--- src/rtl/lsu_align_pkg.sv ---
package lsu_align_pkg;
   typedef enum logic [1:0] {
      SZ_BYTE = 2'd0,
      SZ_HALF = 2'd1,
      SZ_WORD = 2'd2,
      SZ_RSVD = 2'd3
   } acc_size_e;
endpackage

--- src/rtl/lsu_addr_gen.sv ---
module lsu_addr_gen
   import lsu_align_pkg::*;
#(
   parameter int ADDR_W = 32,
   parameter int OFF_W  = 16,
   parameter int DATA_W = 32,
   localparam int LANES = DATA_W / 8,
   localparam int OFS_W = $clog2(LANES)
) (
   input  logic [ADDR_W-1:0] base,
   input  logic [OFF_W-1:0]  offset,
   input  acc_size_e         size,
   output logic [ADDR_W-1:0] word_addr,
   output logic [OFS_W-1:0]  lane_ofs,
   output logic              mis
);
   logic [ADDR_W-1:0] eff;

   // sign-extended displacement added to the base
   assign eff       = base + {{(ADDR_W-OFF_W){offset[OFF_W-1]}}, offset};
   assign word_addr = {eff[ADDR_W-1:OFS_W], {OFS_W{1'b0}}};
   assign lane_ofs  = eff[OFS_W-1:0];

   // natural alignment per access size
   always_comb begin
      case (size)
         SZ_BYTE: mis = 1'b0;
         SZ_HALF: mis = lane_ofs[0];
         SZ_WORD: mis = |lane_ofs;
         default: mis = 1'b1;
      endcase
   end
endmodule

--- src/rtl/lsu_store_lane.sv ---
module lsu_store_lane
   import lsu_align_pkg::*;
#(
   parameter int DATA_W = 32,
   localparam int LANES = DATA_W / 8,
   localparam int OFS_W = $clog2(LANES)
) (
   input  logic              active,
   input  acc_size_e         size,
   input  logic [OFS_W-1:0]  lane_ofs,
   input  logic [DATA_W-1:0] wdata,
   output logic [LANES-1:0]  be,
   output logic [DATA_W-1:0] placed
);
   // big-endian: lane i serves byte offset LANES-1-i
   for (genvar i = 0; i < LANES; i++) begin : g_lane
      localparam int K = LANES - 1 - i;
      localparam logic [OFS_W-1:0] K_OFS = OFS_W'(K);
      always_comb begin
         case (size)
            SZ_BYTE: be[i] = active && (lane_ofs == K_OFS);
            SZ_HALF: be[i] = active && (lane_ofs[OFS_W-1:1] == K_OFS[OFS_W-1:1]);
            default: be[i] = active;
         endcase
      end
   end

   // replication puts the source's low bits into whichever lanes are enabled
   always_comb begin
      case (size)
         SZ_BYTE: placed = {LANES{wdata[7:0]}};
         SZ_HALF: placed = {(LANES/2){wdata[15:0]}};
         default: placed = wdata;
      endcase
   end
endmodule

--- src/rtl/lsu_load_extract.sv ---
module lsu_load_extract
   import lsu_align_pkg::*;
#(
   parameter int DATA_W = 32,
   localparam int LANES = DATA_W / 8,
   localparam int OFS_W = $clog2(LANES)
) (
   input  logic              clk,
   input  logic              rst_n,
   input  logic              capture,
   input  acc_size_e         size,
   input  logic [OFS_W-1:0]  lane_ofs,
   input  logic              mis,
   input  logic [DATA_W-1:0] rdata,
   output logic              valid,
   output logic [DATA_W-1:0] data
);
   localparam logic [DATA_W-1:0] MASK_B = DATA_W'(8'hFF);
   localparam logic [DATA_W-1:0] MASK_H = DATA_W'(16'hFFFF);

   logic             vld_q;
   acc_size_e        size_q;
   logic [OFS_W-1:0] ofs_q;
   logic             mis_q;

   always_ff @(posedge clk or negedge rst_n) begin
      if (!rst_n) begin
         vld_q  <= 1'b0;
         size_q <= SZ_BYTE;
         ofs_q  <= '0;
         mis_q  <= 1'b0;
      end else begin
         vld_q <= capture;
         if (capture) begin
            size_q <= size;
            ofs_q  <= lane_ofs;
            mis_q  <= mis;
         end
      end
   end

   // lane select and zero-extension on the word returned a cycle later
   always_comb begin
      int sh;
      data = '0;
      if (vld_q && !mis_q) begin
         case (size_q)
            SZ_BYTE: begin
               sh   = 8 * (LANES - 1 - int'(ofs_q));
               data = (rdata >> sh) & MASK_B;
            end
            SZ_HALF: begin
               sh   = 8 * (LANES - 2 - int'(ofs_q));
               data = (rdata >> sh) & MASK_H;
            end
            default: data = rdata;
         endcase
      end
   end

   assign valid = vld_q;
endmodule

--- src/rtl/lsu_align_unit.sv ---
module lsu_align_unit
   import lsu_align_pkg::*;
#(
   parameter int ADDR_W = 32,
   parameter int OFF_W  = 16,
   parameter int DATA_W = 32,
   localparam int LANES = DATA_W / 8,
   localparam int OFS_W = $clog2(LANES)
) (
   input  logic              clk,
   input  logic              rst_n,
   input  logic              req_i,
   input  logic              we_i,
   input  logic [1:0]        size_i,
   input  logic [ADDR_W-1:0] base_i,
   input  logic [OFF_W-1:0]  offset_i,
   input  logic [DATA_W-1:0] wdata_i,
   input  logic [DATA_W-1:0] rdata_i,
   output logic [ADDR_W-1:0] mem_addr_o,
   output logic [LANES-1:0]  mem_be_o,
   output logic              mem_we_o,
   output logic [DATA_W-1:0] mem_wdata_o,
   output logic              misalign_o,
   output logic              load_valid_o,
   output logic [DATA_W-1:0] load_data_o
);
   if (DATA_W < 32 || (DATA_W % 16) != 0) begin : g_bad_width
      $error("DATA_W must be a multiple of 16 and at least 32");
   end
   if (ADDR_W <= OFF_W) begin : g_bad_addr
      $error("ADDR_W must exceed OFF_W");
   end

   acc_size_e        sz;
   logic [OFS_W-1:0] lane_ofs;
   logic             mis_raw;

   assign sz = acc_size_e'(size_i);

   lsu_addr_gen #(.ADDR_W(ADDR_W), .OFF_W(OFF_W), .DATA_W(DATA_W)) u_addr (
      .base      (base_i),
      .offset    (offset_i),
      .size      (sz),
      .word_addr (mem_addr_o),
      .lane_ofs  (lane_ofs),
      .mis       (mis_raw)
   );

   lsu_store_lane #(.DATA_W(DATA_W)) u_store (
      .active   (req_i && !mis_raw),
      .size     (sz),
      .lane_ofs (lane_ofs),
      .wdata    (wdata_i),
      .be       (mem_be_o),
      .placed   (mem_wdata_o)
   );

   lsu_load_extract #(.DATA_W(DATA_W)) u_load (
      .clk      (clk),
      .rst_n    (rst_n),
      .capture  (req_i && !we_i),
      .size     (sz),
      .lane_ofs (lane_ofs),
      .mis      (mis_raw),
      .rdata    (rdata_i),
      .valid    (load_valid_o),
      .data     (load_data_o)
   );

   assign mem_we_o   = req_i && we_i && !mis_raw;
   assign misalign_o = req_i && mis_raw;
endmodule

--- config.mk ---
export PLATFORM = sky130hd
export DESIGN_NAME = lsu_align_unit
export DESIGN_NICKNAME = d
export VERILOG_FILES = /design/src/rtl/lsu_align_pkg.sv /design/src/rtl/lsu_addr_gen.sv /design/src/rtl/lsu_store_lane.sv /design/src/rtl/lsu_load_extract.sv /design/src/rtl/lsu_align_unit.sv
export SDC_FILE = /design/constraint.sdc
export NUM_CORES = 1
export LEC_CHECK = 0
export CELL_PAD_IN_SITES_DETAIL_PLACEMENT = 1
export CELL_PAD_IN_SITES_GLOBAL_PLACEMENT = 1
export CORE_ASPECT_RATIO = 1.1
export CORE_MARGIN = 2
export CORE_UTILIZATION = 26
export DETAILED_ROUTE_END_ITERATION = 8
export PLACE_DENSITY_LB_ADDON = 0.1
export REMOVE_ABC_BUFFERS = 1
export SYNTH_ARGS = -nofsm -noshare
export SYNTH_HDL_FRONTEND = slang
export SYNTH_SLANG_ARGS = --single-unit
--- constraint.sdc ---
create_clock -name clk -period 2.9 [get_ports clk]
set_input_delay 0.435 -clock clk [delete_from_list [all_inputs] [get_ports clk]]
set_output_delay 0.435 -clock clk [all_outputs]
set_load 0.02 [all_outputs]
# ---- After elaboration in Yosys (flattened, before gate mapping)
# Index checks and enable logic that the tools add are counted.
dict set report word_totals {
  mem_bits_rw 0
  input_bits 118
  wordCells 43
  rom_bits 0
  latchBits 0
  reg_bits 6
  out_inout_bits 103
  n_memories 0
}
dict set report op_classes {
  mul 0
  add_sub_neg 3
  n_bitwise 1
  n_reduce_logical 19
  n_div 0
  n_lt_le_gt_ge 0
  eq_ne 6
  mux 8
  shifts 2
}
# op count
set op_table {}
lappend op_table {{32-bit one-hot mux with 2 select lines} 2}
lappend op_table {{32-bit adder} 1}
lappend op_table {{32-bit two-way mux} 1}
lappend op_table {{32-bit by 32-bit >> shifter with 16-bit output} 1}
lappend op_table {{32-bit by 32-bit >> shifter with 8-bit output} 1}
lappend op_table {{1-bit logical AND} 12}
lappend op_table {{1-bit one-hot mux with 2 select lines} 4}
lappend op_table {{2-bit by 1-bit == test with 1-bit output, second input constant} 3}
lappend op_table {{2-bit == test, second input constant} 3}
lappend op_table {{2-bit zero test} 3}
lappend op_table {{2-bit by 2-bit subtractor with 3-bit output, first input constant} 2}
lappend op_table {{1-bit zero test} 3}
lappend op_table {{1-bit one-hot mux with 3 select lines} 1}
lappend op_table {{2-bit OR reduction} 1}
lappend op_table {{1-bit inverter} 1}

# ---- Longest topological paths before layout
# Gate-level depths: netlist of the first run.
dict set report depth {
  word_depth 7
  mapped_depth 9
  ltp_nobuf 9
}

# ---- By module
# A second synthesis of the first run with hierarchy kept.
dict set report hier_totals {
  hier_cells 466
  hier_area_um2 3608.5
}
# module cells_per_inst n_inst seq_area_each_um2 area_each_um2
set by_module_without_submodules {}
lappend by_module_without_submodules {lsu_addr_gen 247 1 0.0 1776.7}
lappend by_module_without_submodules {lsu_load_extract 151 1 150.1 1285.0}
lappend by_module_without_submodules {lsu_store_lane 64 1 0.0 514.2}
lappend by_module_without_submodules {lsu_align_unit 4 1 0.0 32.5}

# ---- Worst setup path after synthesis of the first run
# Ideal clock, no wire load.
dict set report synth_timing {
  kind {input -> output}
  from {in base_i[0]}
  to {out mem_addr_o[30]}
  n_path_buf 0
  setup_slack_ns -0.059
  arrival_ns 2.524
  cell_stages 8
  required_time_ns 2.465
  path_cell_list {ha_1 -> fa_1 -> a21o_1 -> a31oi_1 -> o21ai_2 -> a31oi_4 -> o21ai_1 -> a311oi_1}
}
dict set report synth_between {
  elab_chain_len 1
}
# item line
set synth_rtl {}
lappend synth_rtl {{from (decl)} lsu_align_unit.sv:15} ;# input logic [ADDR_W-1:0] base_i,
lappend synth_rtl {{32-bit adder} lsu_addr_gen.sv:20} ;# assign eff = base + {{(ADDR_W-OFF_W){offset[OFF_W-1]}}, offset};
lappend synth_rtl {{to (decl)} lsu_align_unit.sv:19} ;# output logic [ADDR_W-1:0] mem_addr_o,
# Every way passes these cells.

# ---- Worst setup path after layout of the first run
dict set report layout_timing {
  from {in offset_i[0]}
  to {out mem_addr_o[24]}
}
dict set report layout_between {
  elab_chain_len 1
}
# item line
set layout_rtl {}
lappend layout_rtl {{from (decl)} lsu_align_unit.sv:16} ;# input logic [OFF_W-1:0] offset_i,
lappend layout_rtl {{32-bit adder} lsu_addr_gen.sv:20}
# Every way passes these cells.

==> flow_summary.json, run 1 <==
{
  "cts_max_level": 1,
  "cp_top_family": "compound AO/OA/AOI/OAI gates",
  "peakVddDrop_uv": 203,
  "hold_viol": 0,
  "row_count": 44,
  "drc": 0,
  "hp-class": "in2async",
  "criticalPathCategory": "in2out",
  "dpl_cell_area_um2": 6550,
  "dieWidth_um": 114,
  "fin_ws_ps": -7.15,
  "min_period_ps": 2910,
  "wl_um": 17800,
  "core-area_um2": 13200,
  "startpoint_type": "input port",
  "grt_max_degree": 27,
  "hpwl_um": 13300,
  "combinationalPowerShare_pct": 86.3,
  "firstDrtPassIters": 4,
  "area_growth_pct": 112,
  "n_fill_cell": 1556,
  "grtUsageMet2_pct": 47.3,
  "synthArstFlopShare_pct": 100,
  "vias_per_cell": 5.17,
  "gr-total-overflow": 0,
  "synthTopCellsByArea": "ha_1, mux4_2, a21oi_1",
  "cp_cell_sequence": "buf_6 -> ha_4 -> fa_2 -> a21o_1 -> a31oi_4 -> buf_6 -> o31a_1 -> nor3_2 -> o221ai_1 -> nand2_1 -> xor2_1 -> buf_4",
  "grt_usage_pct": 23.7,
  "p_int_mw": 1.36,
  "synthTopCellsByCount": "a21oi_1, nand2_1, nor2_1, ha_1, o21ai_0",
  "crit_top_cell": "buf_6",
  "fin_skew_ps": 0,
  "ios": 221,
  "fin_crit_sh_pct": 100,
  "grt.met3_usage_pct": 1.31,
  "cts_sinks": 6,
  "tritoncts": "built",
  "status": "finished with violations",
  "synth-main-ff-cell": "dfrtp_1",
  "antenna_found_initial": 1,
  "power.density_nw_per_um2": 332,
  "seq_power_share_pct": 4.8,
  "p_clk_share_pct": 9.0,
  "syn_inst": 462,
  "max_slew_margin_pct": 61.8,
  "yosysUniqueCellTypes": 63,
  "ant_nets": 0,
  "fin_util_pct": 56.0,
  "wl_per_cell_um": 19.0,
  "cts_buffers": 3,
  "final_cell_area_um2": 7370,
  "grt_pass1_wl_um": 27700,
  "setup_tns_ps": -9.48,
  "clk_pin_slew_ps": 30,
  "num_vias": 4845,
  "synth_seq_cells": 6,
  "cts-root-buf": "clkbuf_16",
  "synth_seq_area_share_pct": 4.31,
  "die-area_um2": 14300,
  "hold_ws_ps": 447,
  "setup_viol": 2,
  "maxCapViolations": 0,
  "p_sw_mw": 1.09,
  "synth_edf_count": 0,
  "drive_above_1_share_pct": 38.5,
  "maxSlewViolCount": 0,
  "worstPathRequired_ps": 2470,
  "tightestPinTransition_ps": 573,
  "grt_pass1_vias": 5290,
  "fmax_mhz": 344,
  "clockBufferDepth": 2,
  "cp-end-kind": "primary output",
  "syn-cell-area_um2": 3480,
  "switching_share_pct": 44.3,
  "grt_busiest_layer": "met2",
  "slowest_delay_ps": 370,
  "synth_top_area_share_pct": 11.5,
  "synth_area_leader_cell": "ha_1",
  "crit_buf_inv": 3,
  "leakage_nw": 3.19,
  "die_height_um": 125,
  "critPathArrivalTime_ps": 2470,
  "clk_latency_ps": 220,
  "violations": "setup timing",
  "portBuffers": 218,
  "synth_warnings": 0,
  "synth.avg_cell_area_um2": 7.53,
  "cp_slowest_cell": "fa_2",
  "drt-initial-drc-count": 232,
  "start_util_pct": 26.5,
  "rsz0062_at_grt": "yes",
  "final_nets": 929,
  "synth_most_common_cell": "a21oi_1",
  "grt_use_met1_pct": 26.9,
  "place.gp.congestion": 0.820,
  "worst-path-max-fanout": 3
}
==> final timing paths <==
| check | slack [ps] | cells past startpoint | end | from |
|---|---|---|---|---|
| max in group asynchronous | 2250 | 1 | u_load.ofs_q[0]$_DFFE_PN0P_ | rst_n |
| setup / recovery | -7 | 12 | mem_addr_o[24] | offset_i[0] |
| setup reg to reg | 1840 | 1 | u_load.size_q[0]$_DFFE_PN0P_ | u_load.size_q[0]$_DFFE_PN0P_ |
| hold / removal | 450 | 1 | u_load.mis_q$_DFFE_PN0P_ | rst_n |
| min in group clk | 550 | 2 | u_load.mis_q$_DFFE_PN0P_ | u_load.mis_q$_DFFE_PN0P_ |
| hold reg to reg | 550 | 2 | u_load.mis_q$_DFFE_PN0P_ | u_load.mis_q$_DFFE_PN0P_ |
==> kinds of logic (layout without fill, tap and decap cells) <==
kind of cell,count (synthesis),count (layout),synth area share (%)
multiplexers,45,45,19.4
flip-flops,6,6,4.31
buffers and inverters,46,359,6.40
XOR/XNOR,32,32,8.05
other,1,3,0.108
adder cells (fa/ha/maj),33,33,12.1
AO/OA/AOI/OAI,145,145,27.5
AND/OR/NAND/NOR,154,154,22.2
==> placed cells by master (no fill, tap or decap), types with 5 or more instances in the layout <==
master and n:
clkdlybuf4s50_1 135, buf_4 133, nand2_1 40, a21oi_1 39, dlygate4sd2_1 35, nor2_1 32
ha_4 27, o21ai_0 21, mux2_2 20, xnor2_1 18, and2_1 16, mux4_2 16
dlymetal6s2s_1 13, buf_6 13, a21oi_2 12, xor2_1 12, nand2b_1 11, o21ai_2 9
a21o_1 9, mux2i_1 9, buf_2 9, nand3b_1 8, a22oi_1 7, nand4_1 7
o21ai_1 6, nand3_1 6, inv_1 6, nor2_2 6, dfrtp_1 6, a21oi_4 5
ha_1 5
==> metrics by stage <==
stage          setup WS [ps]  power (mW)  std cells
4_1_cts                -65.3        2.37        929
2_1_floorplan           -106        1.09        423
6_report               -7.15        2.45        938
3_3_place_gp           -1010        2.00        916
5_1_grt                 -121        2.61        938
3_5_place_dp           -1060        2.05        916
==> registers in the layout, summed over array words and instances (netlist names) <==
register,count
u_load.mis_q,1
u_load.size_q,2
u_load.valid,1
u_load.ofs_q,2
==> cell type report <==
cell class | count | area [µm²] | area share [%]
clock buffer | 3 | 75.1 | 1.02
inverter | 6 | 22.5 | 0.305
tap | 161 | 201 | 2.73
antenna | 1 | 2.50 | 0.0339
timing repair buffer | 350 | 3160 | 42.8
sequential | 6 | 150 | 2.04
multi-input combinational | 411 | 3770 | 51.1
==> layer usage <==
metal | up-vias | wire [µm]
met1 | 2372 | 6900
met2 | 120 | 10100
met4 | 0 | 325
met3 | 20 | 550
met5 | - | 0
li1 | 2333 | -
==> power by group through the flow <==
stage               registers (mW)  clock network [mW]  logic (mW)
floorplan                    0.144                   0       0.950
global placement             0.115                   0        1.89
detailed placement           0.116                   0        1.93
CTS                          0.116               0.224        2.03
global route                 0.119               0.229        2.27
finish                       0.117               0.219        2.11
==> repair_timing <==
item / 4_1_cts / 5_1_grt
hold endpoints to repair: 0 / 0
buffers inserted: 10 / 9
pin swaps: 63 / 30
endpoints found under the setup margin: 41 / 35
resized for setup: 274 / 60
hold buffers: 0 / 0
Power figures use the tool's default switching activity.
==> run 2: changes to the inputs <==
==> constraint.sdc (replaced) <==
create_clock -name clk -period 2.7 [get_ports clk]
set_input_delay 0.405 -clock clk [delete_from_list [all_inputs] [get_ports clk]]
set_output_delay 0.405 -clock clk [all_outputs]
set_load 0.02 [all_outputs]
==> flow_summary.json, run 2 (synthesized netlist as in run 1, its figures left out) <==
{
  "fin_skew_ps": 0,
  "layout_commonest_cell": "buf_4",
  "dpl_cell_area_um2": 6570,
  "reg2reg_depth": 1,
  "clockBufferDepth": 2,
  "power.density_nw_per_um2": 366,
  "hp-class": "in2async",
  "cp_cell_sequence": "buf_8 -> ha_4 -> fa_2 -> a21o_1 -> a31oi_4 -> o21ai_4 -> a31oi_4 -> o21ai_2 -> a22o_1 -> xor2_1 -> buf_4",
  "fin_util_pct": 57.1,
  "antenna_found_initial": 1,
  "wl_um": 17800,
  "crit_buf_inv": 2,
  "fin_ws_ps": -229,
  "criticalPathCategory": "in2out",
  "placedCellCount": 920,
  "final_cell_area_um2": 7520,
  "drc": 0,
  "place.gp.congestion": 0.834,
  "startpoint_type": "input port",
  "fin_cells": 951,
  "maxCapViolations": 0,
  "fin_crit_sh_pct": 108,
  "ant_nets": 0,
  "wl_met1_um": 6850,
  "hpwl_um": 13600,
  "hold_viol": 0,
  "ctsHoldBuffers": 0,
  "grt_pass1_wl_um": 28200,
  "cp-startpoint": "base_i[0]",
  "start_util_pct": 26.5,
  "cts-root-buf": "clkbuf_16",
  "cts_sinks": 6,
  "total_power_mw": 2.75,
  "status": "finished with violations",
  "slowest_delay_ps": 360,
  "worst-path-max-fanout": 5,
  "drt-initial-drc-count": 209,
  "reg_top3": "u_load.ofs_q (2), u_load.size_q (2)",
  "row_count": 44,
  "drive_above_1_share_pct": 41.6,
  "grt_max_degree": 27,
  "vias_per_cell": 5.16,
  "crit_top_cell": "a31oi_4",
  "cp-end-kind": "primary output",
  "critPathArrivalTime_ps": 2520,
  "wl_met3_um": 554,
  "peakVddDrop_uv": 208,
  "clk_pin_slew_ps": 30,
  "die-area_um2": 14300,
  "ios": 221,
  "violations": "setup timing",
  "rsz0062_at_grt": "yes",
  "portBuffers": 218,
  "tritoncts": "built",
  "reg2reg_slack_ps": 1640,
  "area_growth_pct": 116,
  "die_height_um": 125,
  "setup_tns_ps": -2170,
  "num_vias": 4909,
  "grt_pass1_vias": 5458,
  "firstDrtPassIters": 4,
  "gr-total-overflow": 0,
  "top_layer": "met4",
  "setup_viol": 18,
  "dieWidth_um": 114,
  "cts_buffers": 3,
  "r2r-start": "u_load.size_q[0]$_DFFE_PN0P_",
  "tightestPinTransition_ps": 569,
  "max_slew_margin_pct": 62.1,
  "worstPathRequired_ps": 2300,
  "layout_common_cells": "buf_4, clkdlybuf4s50_1, nand2_1",
  "cp_slowest_cell": "fa_2",
  "grt_usage_pct": 24.2,
  "clk_latency_ps": 220,
  "min_period_ps": 2930,
  "final_nets": 942,
  "wl_met2_um": 10100,
  "fmax_mhz": 341,
  "cp_top_family": "compound AO/OA/AOI/OAI gates",
  "reg2reg_to": "u_load.size_q[0]$_DFFE_PN0P_",
  "maxSlewViolCount": 0,
  "wl_per_cell_um": 18.7,
  "leakage_nw": 3.17,
  "cts_max_level": 1,
  "core-area_um2": 13200
}
run 2: changes by cell type in the layout (fill, tap and decap cells not counted), moves of 3 or more:
| cell | delta |
|---|---|
| a21oi_1 | -3 |
| nor2_2 | -3 |
| clkdlybuf4s15_1 | +7 |
| clkdlybuf4s50_1 | -3 |
| o21ai_1 | -3 |
| xnor2_2 | +6 |
| clkbuf_2 | -4 |
| nor2_4 | +3 |
| o21ai_0 | +3 |
| a21oi_2 | +4 |
| buf_4 | +19 |
| xnor2_1 | -6 |
| dlymetal6s2s_1 | -11 |
run 2: timing repair:
action	CTS	global route
hold endpoints to repair	0	0
buffers inserted	26	4
resized for setup	338	51
pin swaps	80	31
setup endpoints to repair	52	34
run 2: cell type report:
type / count / area (µm²)
diodes: 1 / 2.50
clock buffers: 3 / 75.1
fillers: 1573 / 5640
inverters: 6 / 22.5
multi-input cells: 411 / 3840
flip-flops and latches: 6 / 151
well taps: 161 / 201
repair buffers: 363 / 3230
run 2: worst max-delay path by stage:
stage                      end  cells after the start
6_report        mem_addr_o[28]                     11
5_1_grt         mem_addr_o[28]                     11
4_1_cts         mem_addr_o[26]                     11
3_5_place_dp    mem_addr_o[28]                     11
3_3_place_gp    mem_addr_o[24]                     12
2_1_floorplan  load_data_o[10]                      6
run 2: power breakdown:
group | internal, mW | switching [mW] | total, mW
sequential | 0.106 | 0.0238 | 0.130
combinational | 1.25 | 1.13 | 2.38
clock | 0.190 | 0.0484 | 0.238
run 2: through the flow:
step	hold slack [ps]	worst slack, ps
2_1_floorplan	109	-276
3_3_place_gp	520	-1150
3_5_place_dp	545	-1260
4_1_cts	428	-186
5_1_grt	436	-351
6_report	420	-229
run 2: per-layer routing:
metal  vias to the layer above  GRT usage, %
li1                       2360             -
met1                      2396          27.0
met2                       131          48.6
met3                        22          1.26
met4                         0          6.10
met5                         -             0
